### src/rtl/svm3l_pkg.sv
package svm3l_pkg;

    typedef logic [1:0] ph_t;
    localparam ph_t PH_POS  = 2'b01;
    localparam ph_t PH_ZERO = 2'b00;
    localparam ph_t PH_NEG  = 2'b11;

    typedef struct packed {
        ph_t a;
        ph_t b;
        ph_t c;
    } vec_t;

    typedef enum logic [2:0] {
        VID_Z = 3'd0,
        VID_1 = 3'd1,
        VID_2 = 3'd2,
        VID_3 = 3'd3,
        VID_4 = 3'd4,
        VID_5 = 3'd5,
        VID_6 = 3'd6
    } vid_e;

    typedef enum logic [1:0] {
        SCH_BASIC   = 2'd0,
        SCH_LOWLOSS = 2'd1,
        SCH_CURDIR  = 2'd2,
        SCH_SPARE   = 2'd3
    } scheme_e;

    // outer vector for segments 0/4, mid for 1/3, centre for 2
    typedef struct packed {
        vid_e outer;
        vid_e mid;
        vid_e ctr;
    } trip_t;

    localparam int NSEG = 5;

    function automatic vec_t vid_vec(vid_e v);
        vec_t r;
        case (v)
            VID_1:   r = '{a: PH_ZERO, b: PH_NEG,  c: PH_NEG};
            VID_2:   r = '{a: PH_ZERO, b: PH_ZERO, c: PH_NEG};
            VID_3:   r = '{a: PH_POS,  b: PH_ZERO, c: PH_NEG};
            VID_4:   r = '{a: PH_POS,  b: PH_ZERO, c: PH_ZERO};
            VID_5:   r = '{a: PH_POS,  b: PH_POS,  c: PH_ZERO};
            VID_6:   r = '{a: PH_POS,  b: PH_NEG,  c: PH_NEG};
            default: r = '{a: PH_ZERO, b: PH_ZERO, c: PH_ZERO};
        endcase
        return r;
    endfunction

    function automatic trip_t mk_trip(vid_e o, vid_e m, vid_e c);
        trip_t t;
        t.outer = o;
        t.mid   = m;
        t.ctr   = c;
        return t;
    endfunction

    function automatic vid_e seg_vid(trip_t t, logic [2:0] s);
        vid_e v;
        case (s)
            3'd0, 3'd4: v = t.outer;
            3'd1, 3'd3: v = t.mid;
            default:    v = t.ctr;
        endcase
        return v;
    endfunction

endpackage

### src/rtl/np_hyst.sv
module np_hyst #(
    parameter int EW = 10
) (
    input  logic          clk,
    input  logic          rst,
    input  logic          upd_i,
    input  logic [EW-1:0] err_i,
    input  logic [EW-1:0] band_i,
    output logic          hi_next_o,
    output logic          hi_q_o
);
    localparam int XW = EW + 2;

    logic signed [XW-1:0] err_x;
    logic signed [XW-1:0] band_x;
    logic                 above;
    logic                 below;
    logic                 hi_q;

    always_comb begin
        err_x     = {{2{err_i[EW-1]}}, err_i};
        band_x    = {2'b00, band_i};
        above     = err_x > band_x;
        below     = err_x < -band_x;
        hi_next_o = above ? 1'b1 : (below ? 1'b0 : hi_q);
    end

    always_ff @(posedge clk) begin
        if (rst) begin
            hi_q <= 1'b0;
        end else if (upd_i) begin
            hi_q <= hi_next_o;
        end
    end

    assign hi_q_o = hi_q;


    np_set_chk: assert property (@(posedge clk) disable iff (rst)
        (upd_i && (err_x > band_x)) |=> hi_q);


    np_clr_chk: assert property (@(posedge clk) disable iff (rst)
        (upd_i && (err_x < -band_x)) |=> !hi_q);


    np_frozen_chk: assert property (@(posedge clk) disable iff (rst)
        !upd_i |=> $stable(hi_q));

endmodule

### src/rtl/seq_chooser.sv
module seq_chooser
    import svm3l_pkg::*;
(
    input  logic    reg3_i,
    input  logic    sub32_i,
    input  logic    ib_neg_i,
    input  logic    np_hi_i,
    input  scheme_e sch_i,
    output trip_t   trip_o
);
    logic side32;

    always_comb begin
        side32 = (sch_i == SCH_CURDIR) ? !ib_neg_i : sub32_i;
        if (!reg3_i) begin
            trip_o = np_hi_i ? mk_trip(VID_1, VID_6, VID_3)
                             : mk_trip(VID_6, VID_3, VID_4);
        end else if (sch_i == SCH_LOWLOSS || sch_i == SCH_CURDIR) begin
            if (!side32)
                trip_o = np_hi_i ? mk_trip(VID_1, VID_2, VID_3)
                                 : mk_trip(VID_2, VID_3, VID_4);
            else
                trip_o = np_hi_i ? mk_trip(VID_4, VID_3, VID_2)
                                 : mk_trip(VID_5, VID_4, VID_3);
        end else begin
            trip_o = np_hi_i ? mk_trip(VID_3, VID_2, VID_1)
                             : mk_trip(VID_3, VID_4, VID_5);
        end
    end

endmodule

### src/rtl/seg_timer.sv
module seg_timer
    import svm3l_pkg::*;
#(
    parameter int DW = 8
) (
    input  logic          clk,
    input  logic          rst,
    input  logic [DW-1:0] d1_i,
    input  logic [DW-1:0] d2_i,
    input  logic [DW-1:0] d3_i,
    output logic          load_o,
    output logic [2:0]    seg_o
);
    localparam logic [DW-1:0] ONE = DW'(1);

    logic          run_q;
    logic [2:0]    seg_q;
    logic [DW-1:0] cnt_q;
    logic [DW-1:0] c1_q, c2_q, c3_q;
    logic [2:0]    nxt, first;
    logic          last, allz;
    logic [DW-1:0] first_dur, nxt_dur;

    function automatic logic [DW-1:0] dur_of(logic [2:0] s, logic [DW-1:0] a,
                                             logic [DW-1:0] b, logic [DW-1:0] c);
        logic [DW-1:0] r;
        case (s)
            3'd0, 3'd4: r = a;
            3'd1, 3'd3: r = b;
            default:    r = c;
        endcase
        return r;
    endfunction

    always_comb begin
        last = 1'b1;
        nxt  = seg_q;
        for (int k = NSEG - 1; k >= 0; k--) begin
            if (3'(k) > seg_q && dur_of(3'(k), c1_q, c2_q, c3_q) != '0) begin
                nxt  = 3'(k);
                last = 1'b0;
            end
        end
        nxt_dur = dur_of(nxt, c1_q, c2_q, c3_q);

        allz  = (d1_i == '0) && (d2_i == '0) && (d3_i == '0);
        first = 3'd2;
        for (int k = NSEG - 1; k >= 0; k--) begin
            if (dur_of(3'(k), d1_i, d2_i, d3_i) != '0)
                first = 3'(k);
        end
        first_dur = allz ? ONE : dur_of(first, d1_i, d2_i, d3_i);

        load_o = !run_q || (cnt_q == ONE && last);
    end

    always_ff @(posedge clk) begin
        if (rst) begin
            run_q <= 1'b0;
            seg_q <= 3'd0;
            cnt_q <= '0;
            c1_q  <= '0;
            c2_q  <= '0;
            c3_q  <= '0;
        end else if (load_o) begin
            run_q <= 1'b1;
            seg_q <= first;
            cnt_q <= first_dur;
            c1_q  <= d1_i;
            c2_q  <= d2_i;
            c3_q  <= d3_i;
        end else if (cnt_q == ONE) begin
            seg_q <= nxt;
            cnt_q <= nxt_dur;
        end else begin
            cnt_q <= cnt_q - ONE;
        end
    end

    assign seg_o = seg_q;


    seg_range_chk: assert property (@(posedge clk) disable iff (rst)
        seg_q <= 3'd4);


    seg_hold_chk: assert property (@(posedge clk) disable iff (rst)
        (run_q && cnt_q != ONE) |=> $stable(seg_q));


    all_zero_chk: assert property (@(posedge clk) disable iff (rst)
        (load_o && allz) |=> (seg_q == 3'd2 && cnt_q == ONE));

endmodule

### src/rtl/svm3l_seq_top.sv
module svm3l_seq_top
    import svm3l_pkg::*;
#(
    parameter int DW = 8,
    parameter int EW = 10
) (
    input  logic          clk,
    input  logic          rst,
    input  logic [1:0]    region_i,
    input  logic          subreg_i,
    input  logic          ib_neg_i,
    input  logic [EW-1:0] np_err_i,
    input  logic [EW-1:0] band_i,
    input  logic [DW-1:0] dwell1_i,
    input  logic [DW-1:0] dwell2_i,
    input  logic [DW-1:0] dwell3_i,
    input  logic [1:0]    scheme_i,
    output logic [1:0]    pha_o,
    output logic [1:0]    phb_o,
    output logic [1:0]    phc_o,
    output logic [2:0]    seg_o
);
    logic  load;
    logic  np_hi_next;
    logic  np_hi_q;
    logic  [2:0] seg;
    trip_t trip_new;
    trip_t trip_q;
    vec_t  vec;

    seg_timer #(.DW(DW)) u_timer (
        .clk    (clk),
        .rst    (rst),
        .d1_i   (dwell1_i),
        .d2_i   (dwell2_i),
        .d3_i   (dwell3_i),
        .load_o (load),
        .seg_o  (seg)
    );

    np_hyst #(.EW(EW)) u_hyst (
        .clk       (clk),
        .rst       (rst),
        .upd_i     (load),
        .err_i     (np_err_i),
        .band_i    (band_i),
        .hi_next_o (np_hi_next),
        .hi_q_o    (np_hi_q)
    );

    seq_chooser u_choose (
        .reg3_i   (region_i == 2'd3),
        .sub32_i  (subreg_i),
        .ib_neg_i (ib_neg_i),
        .np_hi_i  (np_hi_next),
        .sch_i    (scheme_e'(scheme_i)),
        .trip_o   (trip_new)
    );

    always_ff @(posedge clk) begin
        if (rst) begin
            trip_q <= mk_trip(VID_Z, VID_Z, VID_Z);
        end else if (load) begin
            trip_q <= trip_new;
        end
    end

    always_comb begin
        vec   = vid_vec(seg_vid(trip_q, seg));
        pha_o = vec.a;
        phb_o = vec.b;
        phc_o = vec.c;
        seg_o = seg;
    end


    ph_code_chk: assert property (@(posedge clk) disable iff (rst)
        pha_o != 2'b10 && phb_o != 2'b10 && phc_o != 2'b10);


    seq_frozen_chk: assert property (@(posedge clk) disable iff (rst)
        !load |=> $stable(trip_q));


    always_ff @(posedge clk) begin
        if (rst) begin
            rst_zero_chk: assert (np_hi_q == 1'b0 || !load);
        end
    end

endmodule

### config.mk
export PLATFORM = sky130hd
export DESIGN_NAME = svm3l_seq_top
export DESIGN_NICKNAME = d
export VERILOG_FILES = /design/src/rtl/svm3l_pkg.sv /design/src/rtl/np_hyst.sv /design/src/rtl/seq_chooser.sv /design/src/rtl/seg_timer.sv /design/src/rtl/svm3l_seq_top.sv
export SDC_FILE = /design/constraint.sdc
export NUM_CORES = 1
export LEC_CHECK = 0
export BUFFER_PORTS_ARGS = -buffer_cell sky130_fd_sc_hd__buf_2
export CAP_MARGIN = 15
export CORE_UTILIZATION = 54
export CTS_BUF_LIST = sky130_fd_sc_hd__clkbuf_4 sky130_fd_sc_hd__clkbuf_8
export DETAILED_ROUTE_END_ITERATION = 12
export PLACE_DENSITY = 0.8
export SETUP_SLACK_MARGIN = 0.3
export SLEW_MARGIN = 5
export SYNTH_ARGS = -nofsm -noshare
export SYNTH_HDL_FRONTEND = slang
export SYNTH_SLANG_ARGS = --single-unit
### constraint.sdc
create_clock -name clk -period 3.4 [get_ports clk]
set_clock_uncertainty 0.15 [all_clocks]
set_input_delay 0.17 -clock clk [delete_from_list [all_inputs] [get_ports clk]]
set_output_delay 0.17 -clock clk [all_outputs]
set_load 0.01 [all_outputs]
==> results of run 1 <==
==> state kept, by name, summed over array words and instances, names as in the netlist <==
signal / flops
trip_q: 8
u_hyst.hi_q_o: 1
u_timer.c1_q: 8
u_timer.c2_q: 8
u_timer.c3_q: 8
u_timer.cnt_q: 8
u_timer.run_q: 1
u_timer.seg_o: 3
==> final cells by class <==
| class | instances | share of cell area (%) |
|---|---|---|
| well taps | 72 | 2.32 |
| flip-flops and latches | 45 | 23.2 |
| clock buffers | 5 | 1.77 |
| multi-input cells | 328 | 56.3 |
| repair buffers | 81 | 13.2 |
| inverters | 27 | 2.60 |
| clock inverters | 3 | 0.579 |
==> cell usage in the layout (no fill, tap or decap), types with 3 or more instances in the layout <==
cell            n
nor4_1          3
nand3_1         3
buf_4           4
ha_1           29
o211ai_1        5
xnor2_1        10
or4_1           5
nor2b_1         3
nand3b_1        3
xor2_1          3
nor4_2          8
inv_1          24
a21oi_1        52
o221ai_1        4
nand4_1         5
nor2_1         19
dlygate4sd3_1  17
o21ai_1         4
nor3_1          9
nand2_1        76
a211oi_1       10
dfxtp_1        45
a221o_1         5
buf_2          59
o21a_1          5
o21ai_0        20
clkbuf_8        5
a22o_1          4
==> worst min path at each step <==
stage                start                to  cells past startpoint
5_1_grt        dwell3_i[3]   u_timer.c3_q[3]                      3
2_1_floorplan  dwell1_i[2]  u_timer.cnt_q[2]                      2
4_1_cts        dwell3_i[1]   u_timer.c3_q[1]                      3
3_5_place_dp   dwell3_i[6]   u_timer.c3_q[6]                      3
3_3_place_gp   dwell2_i[7]   u_timer.c2_q[7]                      3
6_report       dwell1_i[7]   u_timer.c1_q[7]                      3
==> per-layer routing <==
metal	routed length [um]	part of all wire [%]	up-vias	track usage [%]
li1	-	-	1666	-
met1	3750	42	1592	37.5
met2	4200	47	179	48.9
met3	778	8.7	34	4.23
met4	228	2.5	0	9.11
met5	0	0	-	0
==> timing repair <==
| item | CTS | global route |
|---|---|---|
| endpoints found under the setup margin | 0 | 7 |
| resized for setup | 0 | 6 |
| hold buffers | 17 | 0 |
| hold endpoints to repair | 18 | 0 |
| setup buffers | 0 | 1 |
==> power groups by stage <==
stage               clock network [mW]  logic, mW  registers, mW
CTS                              0.336      0.404          0.604
global placement                     0      0.375          0.615
floorplan                            0      0.273          0.606
detailed placement                   0      0.386          0.616
finish                           0.335      0.416          0.605
global route                     0.360      0.459          0.609
==> worst max-delay path, stage by stage <==
cell and delay [ps]:
buf_2 120, inv_1 100, nand4_1 130, nor2_2 130, nand2_1 130, xnor2_1 160, ha_1 290, nand2_1 80
nor2_1 90, a211oi_1 50, or4_1 520, nand4_1 130, inv_2 100, ha_1 200, mux2_2 260, a311oi_1 270
==> logic make-up after synthesis <==
logic type | after synthesis
AOI/OAI and AO/OA | 132
and+or+nand+nor | 150
other | 1
buffers and inverters | 45
adders and majority gates | 29
muxes | 3
DFF | 45
xor gates and xnor gates | 13
==> stage by stage <==
| stage | total power, mW | cells |
|---|---|---|
| after global placement | 0.990 | 535 |
| after global routing | 1.43 | 561 |
| after CTS | 1.34 | 560 |
| after floorplan | 0.880 | 418 |
| final | 1.36 | 561 |
| after detailed placement | 1.00 | 535 |
==> impl_metrics.ini, run 1 <==
[logic_synthesis]
netlist.area_leader.share_pct = 27.6
synth_top_family_by_area = compound AO/OA/AOI/OAI gates
synthTopCellsByArea = dfxtp_1 28%, ha_1 11%, nand2_1 8.7%
syn_area_um2 = 3260
synth_nets = 499
async_reset_ff_share_pct = 0
synth_compound_area_share_pct = 26.6
ys_ff_latch = 45
ys.flop_type = dfxtp_1
yosysMostFrequentCell = nand2_1
synth_edf_count = 0
ys_warn_count = 0
synth.top_cells.by_count = 76 x nand2_1, 52 x a21oi_1, 45 x dfxtp_1
avgSynthCellArea_um2 = 7.81
synth_cell_types = 63
synth-simple-area-share_pct = 24.2
synth_fa_ha_area_share_pct = 11.1
synthMuxAreaShare_pct = 0.997
yosysTopAreaCell = dfxtp_1
syn_inst = 418
seq_area_frac_synth_pct = 27.6
synth-xor-area-share_pct = 3.49

[worst_setup_path]
startpoint_type = primary input
timing.rr.end = u_timer.cnt_q[6]
reg2reg_slack_ps = 890
criticalPathCategory = in -> reg
worstPathMaxFanout = 9
crit_path_end_kind = flop
worstSetupEndpoint = trip_q[4]
r2r_cells = 7
worstPathRequired_ps = 3460
crit_arrival_ps = 2930
cp-startpoint = band_i[2]
reg2reg_from = u_timer.c3_q[4]

[timing]
finalHoldViolCount = 0
relSlewSlack_pct = 54.7
rsz0062_at_grt = no
fin_ws_ps = 530
min_period_over_period_pct = 84.4
finalMaxSlewViolations = 0
hold_slack_ps = 7.10
worst_pin_slew_ps = 680
period_minus_slack_ps = 2870
max_clock_freq_mhz = 348
setup_viol = 0
tns_ps = 0

[power_and_ir_drop]
clkPwrFrac_pct = 24.7
max-vdd-ir-drop_uv = 227
powerDensity_nw_per_um2 = 348
power_frac_seq_pct = 44.6
p_leak_nw = 1.63
combPwrFrac_pct = 30.7
power.internal_mw = 0.890
p_sw_mw = 0.465
swShare_pct = 34.3

[cells_and_area]
nFillCells = 489
multi_input_area_um2 = 2190
regArea_um2 = 901
drive_above_1_share_pct = 19.8
nNetsFinal = 569
post-route-util_pct = 68.6
fin_area_um2 = 3890
area_growth_syn_to_layout_pct = 19.2
num_antenna_cells = 0

[cts]
clkSlewWorstSetupHoldPaths_ps = 90
htree_levels = 2
cts_root_buf = clkbuf_8
cts_tree = yes
cts_made_buffers = 5
clock_sinks = 45
clk_latency_ps = 310
cts_buffer_depth = 2

[die]
ioPinCount = 61
core-area_um2 = 5680
die_w_um = 79.8
num_rows = 27
die_y_um = 79.8
die_area_um2 = 6360
initial_core_util_pct = 57.5

[flow_run]
cap_violations = 0

[outcome]
status = complete, no violations

[grt]
grt.overflow.total = 0
grt_usage_pct = 28.8
grt_pass1_wl_um = 14400
antenna_found_initial = 0
grt_pass1_vias = 3157
grt_max_degree = 41

[placement]
port_buffers = 59
place_congestion = 0.910
postPlaceCellArea_um2 = 3600
hpwlAfterDp_um = 6340
place_ws_ps = 14.5

[drt]
drt-total-wl_um = 8960
post_drt_wl_per_cell_um = 16.0
drt_iter0_drc = 323
route.antenna.remaining_nets = 0
drt_pre_antenna_iters = 5
vias = 3471
drc_errors = 0
viasPerCell = 6.19

[min_path]
hp-class = in -> reg
Note: power is estimated with default switching activity, not from simulation.
==> run 2, diff against run 1 <==
Clock period 3.4 ns to 2.8 ns, I/O delays scaled along.
==> impl_metrics.ini, run 2 (same netlist as run 1, synthesis figures left out) <==
[outcome]
status = complete, no violations

[worst_setup_path]
critical-path-top-delay-family = simple AND/OR/NAND/NOR gates
reg2reg_slack_ps = 400
startpoint_type = primary input
criticalPathCategory = in -> reg
timing.rr.end = u_timer.cnt_q[0]
r2r_cells = 7
path_cells = buf_6, inv_2, nand4_1, nor2_2, nand2_2, xnor2_1, ha_1, nand2_1, nor2_1, a211oi_1, or4_4, nand4_1, inv_2, ha_4, nor3_4, nor2_1, o21ai_1, o211a_1
reg2reg_from = u_timer.c2_q[0]
crit_path_end_kind = flop
cp_slowest_cell = or4_4
worstPathRequired_ps = 2900
worstPathMaxFanout = 5
path_depth = 18
cp_num_buf_inv = 3
slowest_delay_ps = 420
crit_arrival_ps = 2750

[cells_and_area]
area_growth_syn_to_layout_pct = 31.2
multi_input_area_um2 = 2320
nNetsFinal = 597
nFillCells = 412
layout_common_cells = 74 x nand2_1, 55 x buf_2, 50 x a21oi_1
post-route-util_pct = 75.5
instances_no_fill = 589
drive_above_1_share_pct = 26.1
final_common_cell = nand2_1
regArea_um2 = 901
num_antenna_cells = 0

[drt]
viasPerCell = 6.20
vias = 3653
drt_pre_antenna_iters = 5
route.antenna.remaining_nets = 0
post_drt_wl_per_cell_um = 17.2
drt_iter0_drc = 516
drc_errors = 0
drt-total-wl_um = 10100

[die]
num_rows = 27
ioPinCount = 61
die_y_um = 79.8
core-area_um2 = 5680
die_w_um = 79.8
initial_core_util_pct = 57.5
die_area_um2 = 6360

[flow_run]
cap_violations = 0

[min_path]
min_from = rst
min_path_cells = 2
hp-class = in -> reg
hold_end = u_timer.run_q

[cts]
cts_root_buf = clkbuf_8
clk_latency_ps = 300
cts_tree = yes
clkSlewWorstSetupHoldPaths_ps = 80
cts_buffer_depth = 2
cts_made_buffers = 5
htree_levels = 2
clock_sinks = 45

[timing]
relSlewSlack_pct = 65.8
period_minus_slack_ps = 2660
max_clock_freq_mhz = 376
rsz0062_at_grt = yes
worst_pin_slew_ps = 507
min_period_over_period_pct = 94.9
finalMaxSlewViolations = 0
setup_viol = 0
tns_ps = 0
finalHoldViolCount = 0

[grt]
grt.overflow.total = 0
grt_max_degree = 37
grt_pass1_wl_um = 15700
antenna_found_initial = 0
grt_usage_pct = 31.6
grt_pass1_vias = 3337

[placement]
placedCellCount = 549
place_congestion = 0.889
hpwlAfterDp_um = 6600
port_buffers = 59

[power_and_ir_drop]
p_leak_nw = 1.79
max-vdd-ir-drop_uv = 493
powerDensity_nw_per_um2 = 401
[run 2: cell types whose count changed in the layout (fill, tap and decap cells not counted), moves of 5 or more]
cell	before	now
buf_4	4	26
nor4_4	1	6
nor4_2	8	3
o21ai_1	4	10
dlygate4sd3_1	17	23
o21ai_0	20	14
[run 2: worst max path at each step]
| stage | from | to | slack, ps |
|---|---|---|---|
| after CTS | band_i[5] | trip_q[4] | 250 |
| after floorplan | band_i[2] | trip_q[4] | 240 |
| after detailed placement | band_i[2] | trip_q[1] | -260 |
| after global placement | band_i[2] | trip_q[7] | -90 |
| after global routing | band_i[1] | trip_q[3] | 20 |
| final | band_i[4] | trip_q[1] | 140 |
[run 2: routing by layer]
layer	global-route usage, %	share of wire (%)	routed length (um)
met1	42.9	41	4150
met2	51.6	47	4780
met4	9.11	2.9	293
met3	4.57	9.0	910
met5	0	0	0
[run 2: power breakdown]
| part | internal (mW) | switching, mW |
|---|---|---|
| registers | 0.687 | 0.0539 |
| clock network | 0.172 | 0.228 |
| logic | 0.261 | 0.317 |
[run 2: layout make-up]
class                   instances  share of cell area (%)
multi-input cells             329                    54.2
flip-flops and latches         45                    21.0
repair buffers                108                    17.6
inverters                      27                    3.07
well taps                      72                    2.10
clock buffers                   5                    1.61
clock inverters                 3                   0.409
[run 2: metrics by stage]
| step | setup WS [ps] | hold slack, ps | power [mW] | cell area [um^2] |
|---|---|---|---|---|
| after floorplan | 236 | 127 | 1.08 | 3330 |
| after global placement | -93.7 | 264 | 1.23 | 3760 |
| after detailed placement | -256 | 266 | 1.25 | 3760 |
| after CTS | 255 | 7.76 | 1.68 | 4170 |
| after global routing | 15.6 | 28.5 | 1.80 | 4280 |
| final | 143 | 29.8 | 1.72 | 4280 |
[run 2: repair_timing]
| action | 4_1_cts | 5_1_grt |
|---|---|---|
| pin swaps | 7 | 3 |
| gates resized for setup | 18 | 14 |
| hold buffers | 23 | 0 |
| setup buffers | 3 | 5 |
| cloned | 0 | 1 |
| endpoints found under the hold margin | 24 | 0 |
| setup endpoints to repair | 7 | 22 |
[run 2: worst register-to-register path, stage by stage (launching register included)]
cell      delay (ps)
dfxtp_1          340
nor4_2           390
a21oi_2          150
or3_1            380
a21oi_4          300
nor2_2           160
a211oi_1         290
o31ai_1          130
